### src/rtl/slb_pkg.sv
package slb_pkg;
  // Width of the address slot that precedes the line data in every entry.
  localparam int unsigned ADDR_SLOT_BITS = 64;
  localparam int unsigned ADDR_SLOT_BYTES = ADDR_SLOT_BITS / 8;

  // Bytes occupied by one log entry for a given line width.
  function automatic int unsigned entry_stride(input int unsigned line_w);
    return line_w / 8 + ADDR_SLOT_BYTES;
  endfunction
endpackage

### src/rtl/slb_filter.sv
module slb_filter #(
  parameter int unsigned ADDR_W = 48,
  parameter int unsigned STRIDE = 72
) (
  input  logic [ADDR_W-1:0] addr,
  input  logic              mod,
  input  logic              vsc,
  input  logic [ADDR_W-1:0] base,
  input  logic [ADDR_W-1:0] limit,
  input  logic [ADDR_W-1:0] wr_ptr,
  output logic              want_log,
  output logic              no_room
);
  localparam logic [ADDR_W:0] STRIDE_W = (ADDR_W+1)'(STRIDE);

  logic              in_region;
  logic              cond;
  logic [ADDR_W:0]   entry_end;

  always_comb begin
    in_region = (addr >= base) && (addr < limit);
    cond      = mod && vsc && !in_region;
    entry_end = {1'b0, wr_ptr} + STRIDE_W;
    no_room   = cond && (entry_end > {1'b0, limit});
    want_log  = cond && !no_room;
  end
endmodule

### src/rtl/slb_ptr.sv
module slb_ptr #(
  parameter int unsigned ADDR_W = 48,
  parameter int unsigned STRIDE = 72
) (
  input  logic              clk,
  input  logic              rst_n,
  input  logic              clear,
  input  logic              adv,
  input  logic              err_set,
  output logic [ADDR_W-1:0] offset,
  output logic              ovf,
  output logic              err
);
  localparam logic [ADDR_W-1:0] STEP = ADDR_W'(STRIDE);

  logic [ADDR_W-1:0] offset_d;
  logic              ovf_d;
  logic              err_d;
  logic              en;

  always_comb begin
    en       = clear || adv || err_set;
    offset_d = offset;
    ovf_d    = ovf;
    err_d    = err;
    if (clear) begin
      offset_d = '0;
      ovf_d    = 1'b0;
      err_d    = 1'b0;
    end else begin
      if (adv) begin
        offset_d = offset + STEP;
        ovf_d    = 1'b1;
      end
      if (err_set) err_d = 1'b1;
    end
  end

  always_ff @(posedge clk or negedge rst_n) begin
    if (!rst_n) begin
      offset <= '0;
      ovf    <= 1'b0;
      err    <= 1'b0;
    end else if (en) begin
      offset <= offset_d;
      ovf    <= ovf_d;
      err    <= err_d;
    end
  end
endmodule

### src/rtl/slb_hold.sv
module slb_hold #(
  parameter int unsigned ADDR_W = 48,
  parameter int unsigned LINE_W = 512
) (
  input  logic              clk,
  input  logic              rst_n,
  input  logic              load,
  input  logic              take,
  input  logic              clear,
  input  logic [ADDR_W-1:0] in_addr,
  input  logic [LINE_W-1:0] in_data,
  output logic              pend,
  output logic [ADDR_W-1:0] addr_q,
  output logic [LINE_W-1:0] data_q
);
  logic pend_d;

  always_comb begin
    pend_d = pend;
    if (clear)     pend_d = 1'b0;
    else if (load) pend_d = 1'b1;
    else if (take) pend_d = 1'b0;
  end

  always_ff @(posedge clk or negedge rst_n) begin
    if (!rst_n) pend <= 1'b0;
    else        pend <= pend_d;
  end

  // Payload registers carry no reset; they are only read while pend is set.
  always_ff @(posedge clk) begin
    if (load) begin
      addr_q <= in_addr;
      data_q <= in_data;
    end
  end
endmodule

### src/rtl/shadow_log_buf.sv
module shadow_log_buf #(
  parameter int unsigned ADDR_W = 48,
  parameter int unsigned LINE_W = 512
) (
  input  logic                                   clk,
  input  logic                                   rst_n,
  input  logic                                   evict_valid,
  output logic                                   evict_ready,
  input  logic [ADDR_W-1:0]                      evict_addr,
  input  logic [LINE_W-1:0]                      evict_data,
  input  logic                                   evict_mod,
  input  logic                                   evict_vsc,
  input  logic [ADDR_W-1:0]                      log_base,
  input  logic [ADDR_W-1:0]                      log_limit,
  input  logic                                   txn_commit,
  input  logic                                   abort_done,
  output logic                                   log_valid,
  input  logic                                   log_ready,
  output logic [ADDR_W-1:0]                      log_addr,
  output logic [LINE_W+slb_pkg::ADDR_SLOT_BITS-1:0] log_data,
  output logic                                   log_overflow,
  output logic                                   log_error
);
  import slb_pkg::*;

  localparam int unsigned STRIDE = entry_stride(LINE_W);

  logic              accept, want_log, no_room;
  logic              clear, load, take, adv, err_set;
  logic              pend;
  logic [ADDR_W-1:0] offset, wr_ptr, addr_q;
  logic [LINE_W-1:0] data_q;
  logic [ADDR_SLOT_BITS-1:0] addr_slot;

  always_comb begin
    wr_ptr  = log_base + offset;
    accept  = evict_valid && !pend;
    clear   = txn_commit || abort_done;
    take    = pend && log_ready;
    load    = accept && want_log && !clear;
    adv     = take && !clear;
    err_set = accept && no_room && !clear;
  end

  slb_filter #(.ADDR_W(ADDR_W), .STRIDE(STRIDE)) u_filter (
    .addr(evict_addr), .mod(evict_mod), .vsc(evict_vsc),
    .base(log_base), .limit(log_limit), .wr_ptr(wr_ptr),
    .want_log(want_log), .no_room(no_room)
  );

  slb_ptr #(.ADDR_W(ADDR_W), .STRIDE(STRIDE)) u_ptr (
    .clk(clk), .rst_n(rst_n), .clear(clear), .adv(adv), .err_set(err_set),
    .offset(offset), .ovf(log_overflow), .err(log_error)
  );

  slb_hold #(.ADDR_W(ADDR_W), .LINE_W(LINE_W)) u_hold (
    .clk(clk), .rst_n(rst_n), .load(load), .take(take), .clear(clear),
    .in_addr(evict_addr), .in_data(evict_data),
    .pend(pend), .addr_q(addr_q), .data_q(data_q)
  );

  always_comb begin
    addr_slot               = '0;
    addr_slot[ADDR_W-1:0]   = addr_q;
    evict_ready             = !pend;
    log_valid               = pend;
    log_addr                = wr_ptr;
    log_data                = {data_q, addr_slot};
  end
endmodule

### config.mk
export PLATFORM = sky130hd
export DESIGN_NAME = shadow_log_buf
export DESIGN_NICKNAME = d
export VERILOG_FILES = /design/src/rtl/slb_pkg.sv /design/src/rtl/slb_filter.sv /design/src/rtl/slb_ptr.sv /design/src/rtl/slb_hold.sv /design/src/rtl/shadow_log_buf.sv
export SDC_FILE = /design/constraint.sdc
export NUM_CORES = 1
export LEC_CHECK = 0
export BUFFER_PORTS_ARGS = -buffer_cell sky130_fd_sc_hd__buf_2
export CORE_AREA = 3 3 499 501
export DETAILED_ROUTE_END_ITERATION = 8
export DIE_AREA = 0 0 502 504
export PLACE_DENSITY_LB_ADDON = 0.2
export SETUP_SLACK_MARGIN = 0.4
export SLEW_MARGIN = 0
export SYNTH_ARGS = -nofsm -noshare
export SYNTH_HDL_FRONTEND = slang
export SYNTH_HIERARCHICAL = 1
export SYNTH_SLANG_ARGS = --single-unit
### constraint.sdc
create_clock -name clk -period 28.2 [get_ports clk]
set_input_delay 1.41 -clock clk [delete_from_list [all_inputs] [get_ports clk]]
set_output_delay 1.41 -clock clk [all_outputs]
set_load 0.01 [all_outputs]
## Word-level counts from Yosys, hierarchy flattened

Index checks and enable logic that the tools add are counted.

| word-level totals | value |
|---|---|
| output and inout port bits | 628 |
| word-level logic and storage cells | 45 |
| input port bits | 664 |
| register bits | 611 |

| cells by class | value |
|---|---|
| mux-type cells | 9 |
| order comparisons | 3 |
| add/subtract/negate cells | 3 |
| reductions and logical operators | 24 |

Operator list:

| kind | number |
|---|---|
| 48-bit two-way mux | 2 |
| 48-bit by 7-bit adder with 49-bit output (second input constant) | 1 |
| 49-bit by 48-bit > comparator with 1-bit output | 1 |
| 48-bit adder | 1 |
| 48-bit by 7-bit adder with 48-bit output (second input constant) | 1 |
| 48-bit >= comparator | 1 |
| 48-bit < comparator | 1 |
| 1-bit logical AND | 12 |
| 1-bit two-way mux | 7 |
| 1-bit logical NOT | 4 |
| 2-bit AND reduction | 2 |
| 2-bit nonzero test | 2 |
| 1-bit logical OR | 3 |
| 3-bit nonzero test | 1 |

## Depth between registers and ports, before layout

Gate-level depths: netlist of run 1.

| logic depth | value |
|---|---|
| word-level depth | 11 |
| depth in mapped cells | 32 |
| gate-level depth less buffers | 31 |

## Hierarchy

The synthesis of run 1 kept the hierarchy.

By module, submodules not included:

| module | area an instance (um2) | times used | cells each | seq. area each (um2) |
|---|---|---|---|---|
| slb_hold | 16859.9 | 1 | 564 | 16841.2 |
| slb_filter | 4251.6 | 1 | 570 | 0.0 |
| shadow_log_buf | 2797.7 | 1 | 404 | 0.0 |
| slb_ptr | 2484.9 | 1 | 265 | 1176.1 |

## Worst setup path after synthesis of run 1

No wires, ideal clock.

| timing | value |
|---|---|
| path type | input -> register |
| from | input port log_base[4] |
| to | register u_hold.pend |
| data arrival time | 20.188 ns |
| stages on the path | 30 |
| path slack | 7.902 ns |
| library setup time | 0.110 ns |
| buffers on the path | 1 |
| required time | 28.090 ns |
| path through | ha_1 > a21o_1 > a221oi_2 > o21ai_1 > a31oi_1 > nor2_1 > nor2_1 > o21ai_1 > a21oi_1 > xnor2_1 > and4_4 > nand4_4 > nor4b_4 > nand3_4 > or3_1 > buf_2 > nor2_1 > xor2_1 > ha_1 > a21o_1 > a21o_1 > a21oi_1 > nand3_1 > o21ai_0 > o211a_1 > o22a_1 > nor2b_1 > and2_1 > inv_1 > a21oi_2 |

| on the way | value |
|---|---|
| elaborated cells on any way between the ends | 15 |
| those cells by class | add/sub (2); order compare (2); mux (2); reduce/logical (9) |

RTL lines:

| item | RTL line | source |
|---|---|---|
| start: declaration | shadow_log_buf.sv:13 | `input logic [ADDR_W-1:0] log_base,` |
| 48-bit adder (*) | shadow_log_buf.sv:36 | `wr_ptr = log_base + offset;` |
| named net log_addr[20] | shadow_log_buf.sv:19 | `output logic [ADDR_W-1:0] log_addr,` |
| 48-bit by 7-bit adder with 49-bit output (*) | slb_filter.sv:23 | `entry_end = {1'b0, wr_ptr} + STRIDE_W;` |
| 49-bit by 48-bit > comparator with 1-bit output (*) | slb_filter.sv:24 | `no_room = cond && (entry_end > {1'b0, limit});` |
| 1-bit logical AND (*) | slb_filter.sv:24 |  |
| 1-bit logical NOT (*) | slb_filter.sv:25 | `want_log = cond && !no_room;` |
| 1-bit logical AND (*) | slb_filter.sv:25 |  |
| named net want_log | shadow_log_buf.sv:28 | `logic accept, want_log, no_room;` |
| 1-bit logical AND (*) (2 in a row) | shadow_log_buf.sv:40 | `load = accept && want_log && !clear;` |
| named net load | shadow_log_buf.sv:29 | `logic clear, load, take, adv, err_set;` |
| 1-bit two-way mux | slb_hold.sv:21 | `else if (load) pend_d = 1'b1;` |
| 1-bit two-way mux | slb_hold.sv:20 | `if (clear) pend_d = 1'b0;` |
| end signal: assignment | slb_hold.sv:27 | `else pend <= pend_d;` |
| end: declaration | slb_hold.sv:12 | `output logic pend,` |

The timed path passes the listed nets; every way through them passes the cells marked *.
A chain may end at the register's enable or synchronous reset.

## Worst setup path after layout of run 1

| timing | value |
|---|---|
| from | input port log_base[4] |
| to | register u_hold.data_q[356], enable pin |

| on the way | value |
|---|---|
| cells in the longest elaborated chain, start to end | 9 |
| elaborated cells on any way between the ends | 12 |
| those cells by class | add/sub (2); order compare (2); reduce/logical (8) |

RTL lines:

| item | RTL line | source |
|---|---|---|
| branches (longest 6 deep; another with 48-bit by 7-bit adder with 49-bit output) | - |  |
| 1-bit logical AND (*) | slb_filter.sv:25 |  |
| named net want_log | shadow_log_buf.sv:28 |  |
| 1-bit logical AND (*) (2 in a row) | shadow_log_buf.sv:40 |  |
| named net load | shadow_log_buf.sv:29 |  |
| end signal: assignment | slb_hold.sv:34 | `data_q <= in_data;` |
| end: declaration | slb_hold.sv:14 | `output logic [LINE_W-1:0] data_q` |

Mark *: on every way through the listed nets, which the timed path passes.

==> results.yml, run 1 <==
synth:
  muxShareOfSynthArea: 0.00119
  yosysSeqAreaShare: 0.683
  synth_top_family_by_area: "adder cells"
  synth_flop_cell: "edfxtp_1"
  synth-edff-count: 560
  syn-mean-instance-area_um2: 14.6
  synthXorXnorAreaFrac: 0.0415
  synth_area_mm2: 0.0264
  ys_async_sr_fraction: 0.0789
  yosysWarnings: 6
  ys_types: 84
  synth_compound_area_frac: 0.0718
  yosys.area_share.simple: 0.0857
  synthAdderAreaFrac: 0.0918
  ys_ff_latch: 608
  synthesis.instances: 1803
placement:
  gp_congestion: 0.900
  dp_hpwl_um: 193000
  port_buffers: 1275
drt:
  vias: 22200
  avgViaCountPerCell: 3.41
  ant_nets: 0
  wire_per_inst_um: 34.0
  drc: 0
  drt_first_pass_iters: 5
  wl_um: 221000
  drtIter0Drc: 1779
timing:
  max_freq_mhz: 93.4
  timing_hold_violations_final: 0
  setup_viol: 0
  slew-limit-headroom: 0.304
  worst_slew_pin_slew_ns: 1.04
  holdWs_ns: 0.497
  tns_ns: 0
  rsz0062_at_grt: "false"
  min_period_ns: 10.71
  clock_skew_ns: 0.0554
  final_max_slew_viol_count: 0
  final.period_utilization: 0.380
floorplanning:
  die_h_um: 504
  initial_utilization: 0.108
  die_w_um: 502
  die_area_mm2: 0.253
  pin_count: 1292
  core-area_mm2: 0.245
  std_cell_rows: 182
clock_network:
  hold_buffers: 0
  clock_latency_ns: 0.74
  h-tree-depth: 3
  cts_tree: "yes"
  clock-root-buffer: "clkbuf_16"
  clk_pin_slew_ns: 0.06
  numCtsBuffers: 85
  cts_setup_buffers: 0
  numClockSinks: 608
  cts_resized: 0
  cts_buffer_depth: 3
critical_path:
  setup.worst_path.end_class: "flip-flop"
  slowest_stage: "buf_4"
  cp.arrival_ns: 11.00
  reg2reg_slack_ns: 17.85
  cpPeakStageDelay_ns: 0.88
  r2r_cells: 30
  crit_type: "in2reg"
  crit_required_ns: 28.49
  crit_path_start_kind: "input pin"
  r2r_end: "u_hold/data_q[356]"
  r2r_start: "u_ptr/offset[4]"
  cp_max_fo: 139
finish:
  fillers: 27300
  drive_gt1_frac: 0.453
  syn_to_final_growth_pct: 50.4
  nets: 4010
run_status:
  status: "complete, no violations"
global_route:
  grt_pass1_vias: 21900
  antenna_found_initial: 196
  grt_max_degree: 140
  grt_util_all_layers: 0.168
  grt_pass1_wl_um: 268000
  grt_overflow: 0
flow_run:
  maxCapViolations: 0
hold_path:
  hold_path_class: "reg2reg"
  hold_depth: 2
  hold_path_end: "u_ptr/err"
  hold_start: "u_ptr/err"
pwr:
  p_leak_uw: 0.0163
  p_per_area_mw_per_mm2: 59.8
  ir_drop_v: 0.0000441
==> sequential cells by signal, summed over array words and instances, names as in the netlist <==
| name | flops |
|---|---|
| u_ptr/offset | 45 |
| u_hold/pend | 1 |
| u_ptr/err | 1 |
| u_hold/addr_q | 48 |
| u_hold/data_q | 512 |
| u_ptr/ovf | 1 |
==> layout make-up <==
type / count / area, um2 / area share
flip-flops and latches: 608 / 18000 / 0.454
well taps: 3220 / 4030 / 0.102
repair buffers: 1289 / 6500 / 0.164
clock inverters: 53 / 549 / 0.0138
clock buffers: 105 / 2260 / 0.0570
diodes: 47 / 118 / 0.00296
inverters: 113 / 424 / 0.0107
multi-input cells: 1056 / 7790 / 0.196
==> cells in the mapped netlist, drive strengths merged, types with 11 or more instances <==
cell type,count,share of area
a21o,65,0.018
nor4,15,0.0041
nor3,22,0.0044
or3,11,0.0027
xnor2,74,0.025
a21oi,107,0.020
dfrtp,48,0.046
nor2b,11,0.0026
and3,14,0.0035
and4,14,0.0050
o21ai,52,0.0099
clkbuf,21,0.0030
xor2,51,0.017
nand2,99,0.014
nand3,46,0.0094
inv,113,0.016
nor2,97,0.014
buf,22,0.0061
nand4,63,0.017
a211oi,11,0.0033
ha,192,0.091
edfxtp,560,0.64
==> cells by family after synthesis <==
group | after synthesis
DFF | 608
other | 2
buffers and inverters | 156
and+or+nand+nor | 425
adders and majority gates | 193
muxes | 3
AOI/OAI and AO/OA | 291
xor gates and xnor gates | 125
==> where the power goes <==
group,internal [uW],switching [uW]
clock network,625,481
logic,84.6,157
registers,1010,10.0
==> worst max-delay path, delay by kind of cell <==
kind / cells / cell delay, ns
compound gates: 12 / 2.65
xor+xnor: 2 / 0.41
buf+inv: 4 / 2.49
simple gates: 11 / 3.11
fa+ha+maj: 2 / 0.61
==> worst max-delay path by stage <==
stage | start | endpoint | slack (ns)
after global routing | log_base[4] | u_hold/data_q[401] | 16.91
final | log_base[4] | u_hold/data_q[356] | 17.49
after CTS | log_base[4] | u_hold/data_q[401] | 17.53
after global placement | log_base[4] | u_hold/data_q[38] | 16.78
after floorplan | log_base[4] | u_hold/pend | 7.90
after detailed placement | log_base[4] | u_hold/data_q[56] | 16.75
==> layer usage <==
| layer | GRT usage | share of wire | vias to the layer above |
|---|---|---|---|
| li1 | - | - | 9556 |
| met2 | 0.300 | 0.50 | 1172 |
| met3 | 0.0758 | 0.11 | 379 |
| met4 | 0.0405 | 0.024 | 104 |
| met1 | 0.178 | 0.36 | 10900 |
| met5 | 0 | 0.0031 | - |
==> through the flow <==
| stage | util | cells | power, uW | cell area [um2] | setup slack, ns |
|---|---|---|---|---|---|
| after detailed placement | 0.150 | 6286 | 1290 | 36800 | 16.75 |
| after CTS | 0.161 | 6444 | 2430 | 39600 | 17.53 |
| after global routing | 0.161 | 6457 | 2470 | 39600 | 16.91 |
| after floorplan | - | 1820 | 1140 | 26500 | 7.90 |
| after global placement | 0.150 | 6286 | 1290 | 36800 | 16.78 |
| final | 0.162 | 6491 | 2370 | 39700 | 17.49 |
==> cell usage in the layout, fill, tap and decap left out, types with 5 or more instances in the layout <==
| master | instances |
|---|---|
| a211oi_1 | 10 |
| a21o_1 | 65 |
| a21oi_1 | 106 |
| and3_1 | 11 |
| and4_1 | 10 |
| buf_2 | 1275 |
| buf_4 | 13 |
| bufinv_16 | 5 |
| clkbuf_1 | 15 |
| clkbuf_16 | 86 |
| clkinv_1 | 15 |
| clkinv_16 | 5 |
| clkinv_2 | 16 |
| conb_1 | 19 |
| dfrtp_1 | 48 |
| diode_2 | 47 |
| edfxtp_1 | 560 |
| ha_1 | 192 |
| inv_1 | 113 |
| nand2_1 | 99 |
| nand2b_1 | 6 |
| nand3_1 | 44 |
| nand4_1 | 59 |
| nor2_1 | 97 |
| nor2b_1 | 11 |
| nor3_1 | 21 |
| nor4_1 | 14 |
| o211ai_1 | 6 |
| o21a_1 | 5 |
| o21ai_0 | 32 |
| o21ai_1 | 20 |
| o21bai_1 | 7 |
| or2_2 | 7 |
| or3_1 | 10 |
| xnor2_1 | 74 |
| xor2_1 | 51 |
(Power assumes the default switching activity.)
==> run 2, diff against run 1 <==
Clock period 28.2 ns to 10.9 ns, I/O delays scaled along.
==> results.yml, run 2 (same netlist as run 1, synthesis figures left out) <==
run_status:
  status: "complete, no violations"
critical_path:
  r2r_end: "u_hold/data_q[131]"
  critPathBufInv: 1
  critical_path.top_delay_family: "simple AND/OR/NAND/NOR gates"
  cpPeakStageDelay_ns: 0.70
  crit_required_ns: 11.22
  cp_max_fo: 44
  crit_type: "reg2reg"
  reg2reg_slack_ns: 2.39
  crit_path_start_kind: "flip-flop"
  cp.arrival_ns: 8.83
  setup.worst_path.end_class: "flip-flop"
  r2r_cells: 28
  slowest_stage: "and2_4"
  r2r_start: "u_ptr/offset[4]"
  cp_common_cell: "nor2_1"
timing:
  final_max_slew_viol_count: 0
  clock_skew_ns: 0.0467
  worst_slew_pin_slew_ns: 1.02
  timing_hold_violations_final: 0
  max_freq_mhz: 118
  tns_ns: 0
  slew-limit-headroom: 0.312
  min_period_ns: 8.51
  rsz0062_at_grt: "false"
  setup_viol: 0
  final.period_utilization: 0.780
pwr:
  power.share.clock: 0.447
  p_int_uw: 4540
  p_sw_uw: 1720
  p_leak_uw: 0.0183
  p_per_area_mw_per_mm2: 141
  ir_drop_v: 0.000103
  p_sw_frac: 0.275
  pwr-share-comb: 0.129
  p_seq_frac: 0.424
finish:
  drive_gt1_frac: 0.394
  syn_to_final_growth_pct: 68.3
  largest-register: "u_hold/data_q"
  largest_reg_flops: 512
  nets: 4483
  seqCellArea_mm2: 0.0180
  final_cells: 6979
  multiInputGateArea_mm2: 0.00779
  post-route-cell-area_mm2: 0.0444
  fillers: 27100
  layout_common_cells: "buf_2 (1,275), edfxtp_1 (560), dlygate4sd3_1 (471), ha_1 (192), inv_1 (113)"
  mostFrequentLayoutCell: "buf_2"
  reg_top3: "u_hold/data_q x512, u_hold/addr_q x48, u_ptr/offset x45"
clock_network:
  cts_setup_buffers: 0
  numCtsBuffers: 84
  clock-root-buffer: "clkbuf_16"
  clk_pin_slew_ns: 0.06
  cts_buffer_depth: 3
  cts_tree: "yes"
  clock_latency_ns: 0.71
  numClockSinks: 608
  h-tree-depth: 3
floorplanning:
  core-area_mm2: 0.245
  die_w_um: 502
  pin_count: 1292
  die_h_um: 504
  std_cell_rows: 182
  die_area_mm2: 0.253
  initial_utilization: 0.108
hold_path:
  hold_path_end: "u_hold/data_q[258]"
  hold_path_class: "in2reg"
  hold_start: "evict_data[258]"
  hold_depth: 1
placement:
  dp_hpwl_um: 194000
  dpl_cell_area_mm2: 0.0368
  dp.cells: 6289
  port_buffers: 1275
  gp_congestion: 0.861
drt:
  drt_first_pass_iters: 7
  avgViaCountPerCell: 3.41
  vias: 23800
  drtIter0Drc: 1833
  wl_um: 223000
  ant_nets: 0
  drc: 0
  wire_per_inst_um: 31.9
global_route:
  antenna_found_initial: 172
  grt_max_degree: 92
  grt_overflow: 0
  grt_pass1_vias: 24000
  grt_pass1_wl_um: 275000
  grt_util_all_layers: 0.170
flow_run:
  maxCapViolations: 0
run 2: cell count changes in the layout (fill, tap and decap cells not counted), sizes merged:
cell	previous run	this run
buf	1289	1292
clkbuf	105	103
clkinv	40	35
clkinvlp	3	4
diode	47	68
dlygate4sd3	0	471
inv	118	117
run 2: timing repair:
| action | in CTS | in global routing |
|---|---|---|
| resized for setup | 0 | 0 |
| hold endpoints to repair | 518 | 0 |
| hold buffers | 471 | 0 |
run 2: worst max-delay path by stage:
stage                          startpoint            endpoint  cells after the start
after floorplan               log_base[4]         u_hold/pend                     30
after global placement        log_base[4]  u_hold/data_q[131]                     29
after detailed placement      log_base[4]  u_hold/data_q[243]                     29
after CTS                 u_ptr/offset[4]  u_hold/data_q[429]                     28
after global routing      u_ptr/offset[4]  u_hold/data_q[131]                     28
final                     u_ptr/offset[4]  u_hold/data_q[131]                     28
run 2: layer usage:
metal  track usage  up-vias  routed length [um]
met4        0.0434       70                6280
met5             0        -                 466
li1              -    10500                   -
met1         0.191    11700               85300
met2         0.300     1110              110000
met3        0.0626      326               20200
run 2: worst reg2reg max path, delay by kind of cell (launching register included):
kind	cells	cell delay (ns)
AO/OA/AOI/OAI	7	1.81
XOR/XNOR	2	0.41
adder cells (fa/ha/maj)	2	0.68
buffers and inverters	1	0.70
flip-flops	1	0.42
AND/OR/NAND/NOR	16	4.07
run 2: power by group through the flow:
stage	combinational (uW)	sequential [uW]	clock, uW
after floorplan	190	2730	0
after global placement	652	2700	0
after detailed placement	652	2700	0
after CTS	839	2650	2930
after global routing	876	2650	3000
final	809	2650	2790
run 2: cell type report:
class	instances	share of cell area
tap	3220	0.0907
sequential	608	0.406
timing repair buffer	1763	0.254
antenna	68	0.00383
clock buffer	103	0.0499
inverter	113	0.00955
multi-input combinational	1056	0.175
clock inverter	48	0.0112
run 2: metrics by stage:
step / utilization / total power (uW) / worst slack, ns / hold slack, ns
6_report: 0.181 / 6250 / 2.39 / 0.0838
5_1_grt: 0.181 / 6530 / 1.75 / 0.0201
4_1_cts: 0.180 / 6420 / 2.26 / 0.000112
3_5_place_dp: 0.150 / 3350 / 2.12 / 0.488
3_3_place_gp: 0.150 / 3350 / 2.16 / 0.482
2_1_floorplan: - / 2920 / 0.858 / 0.249
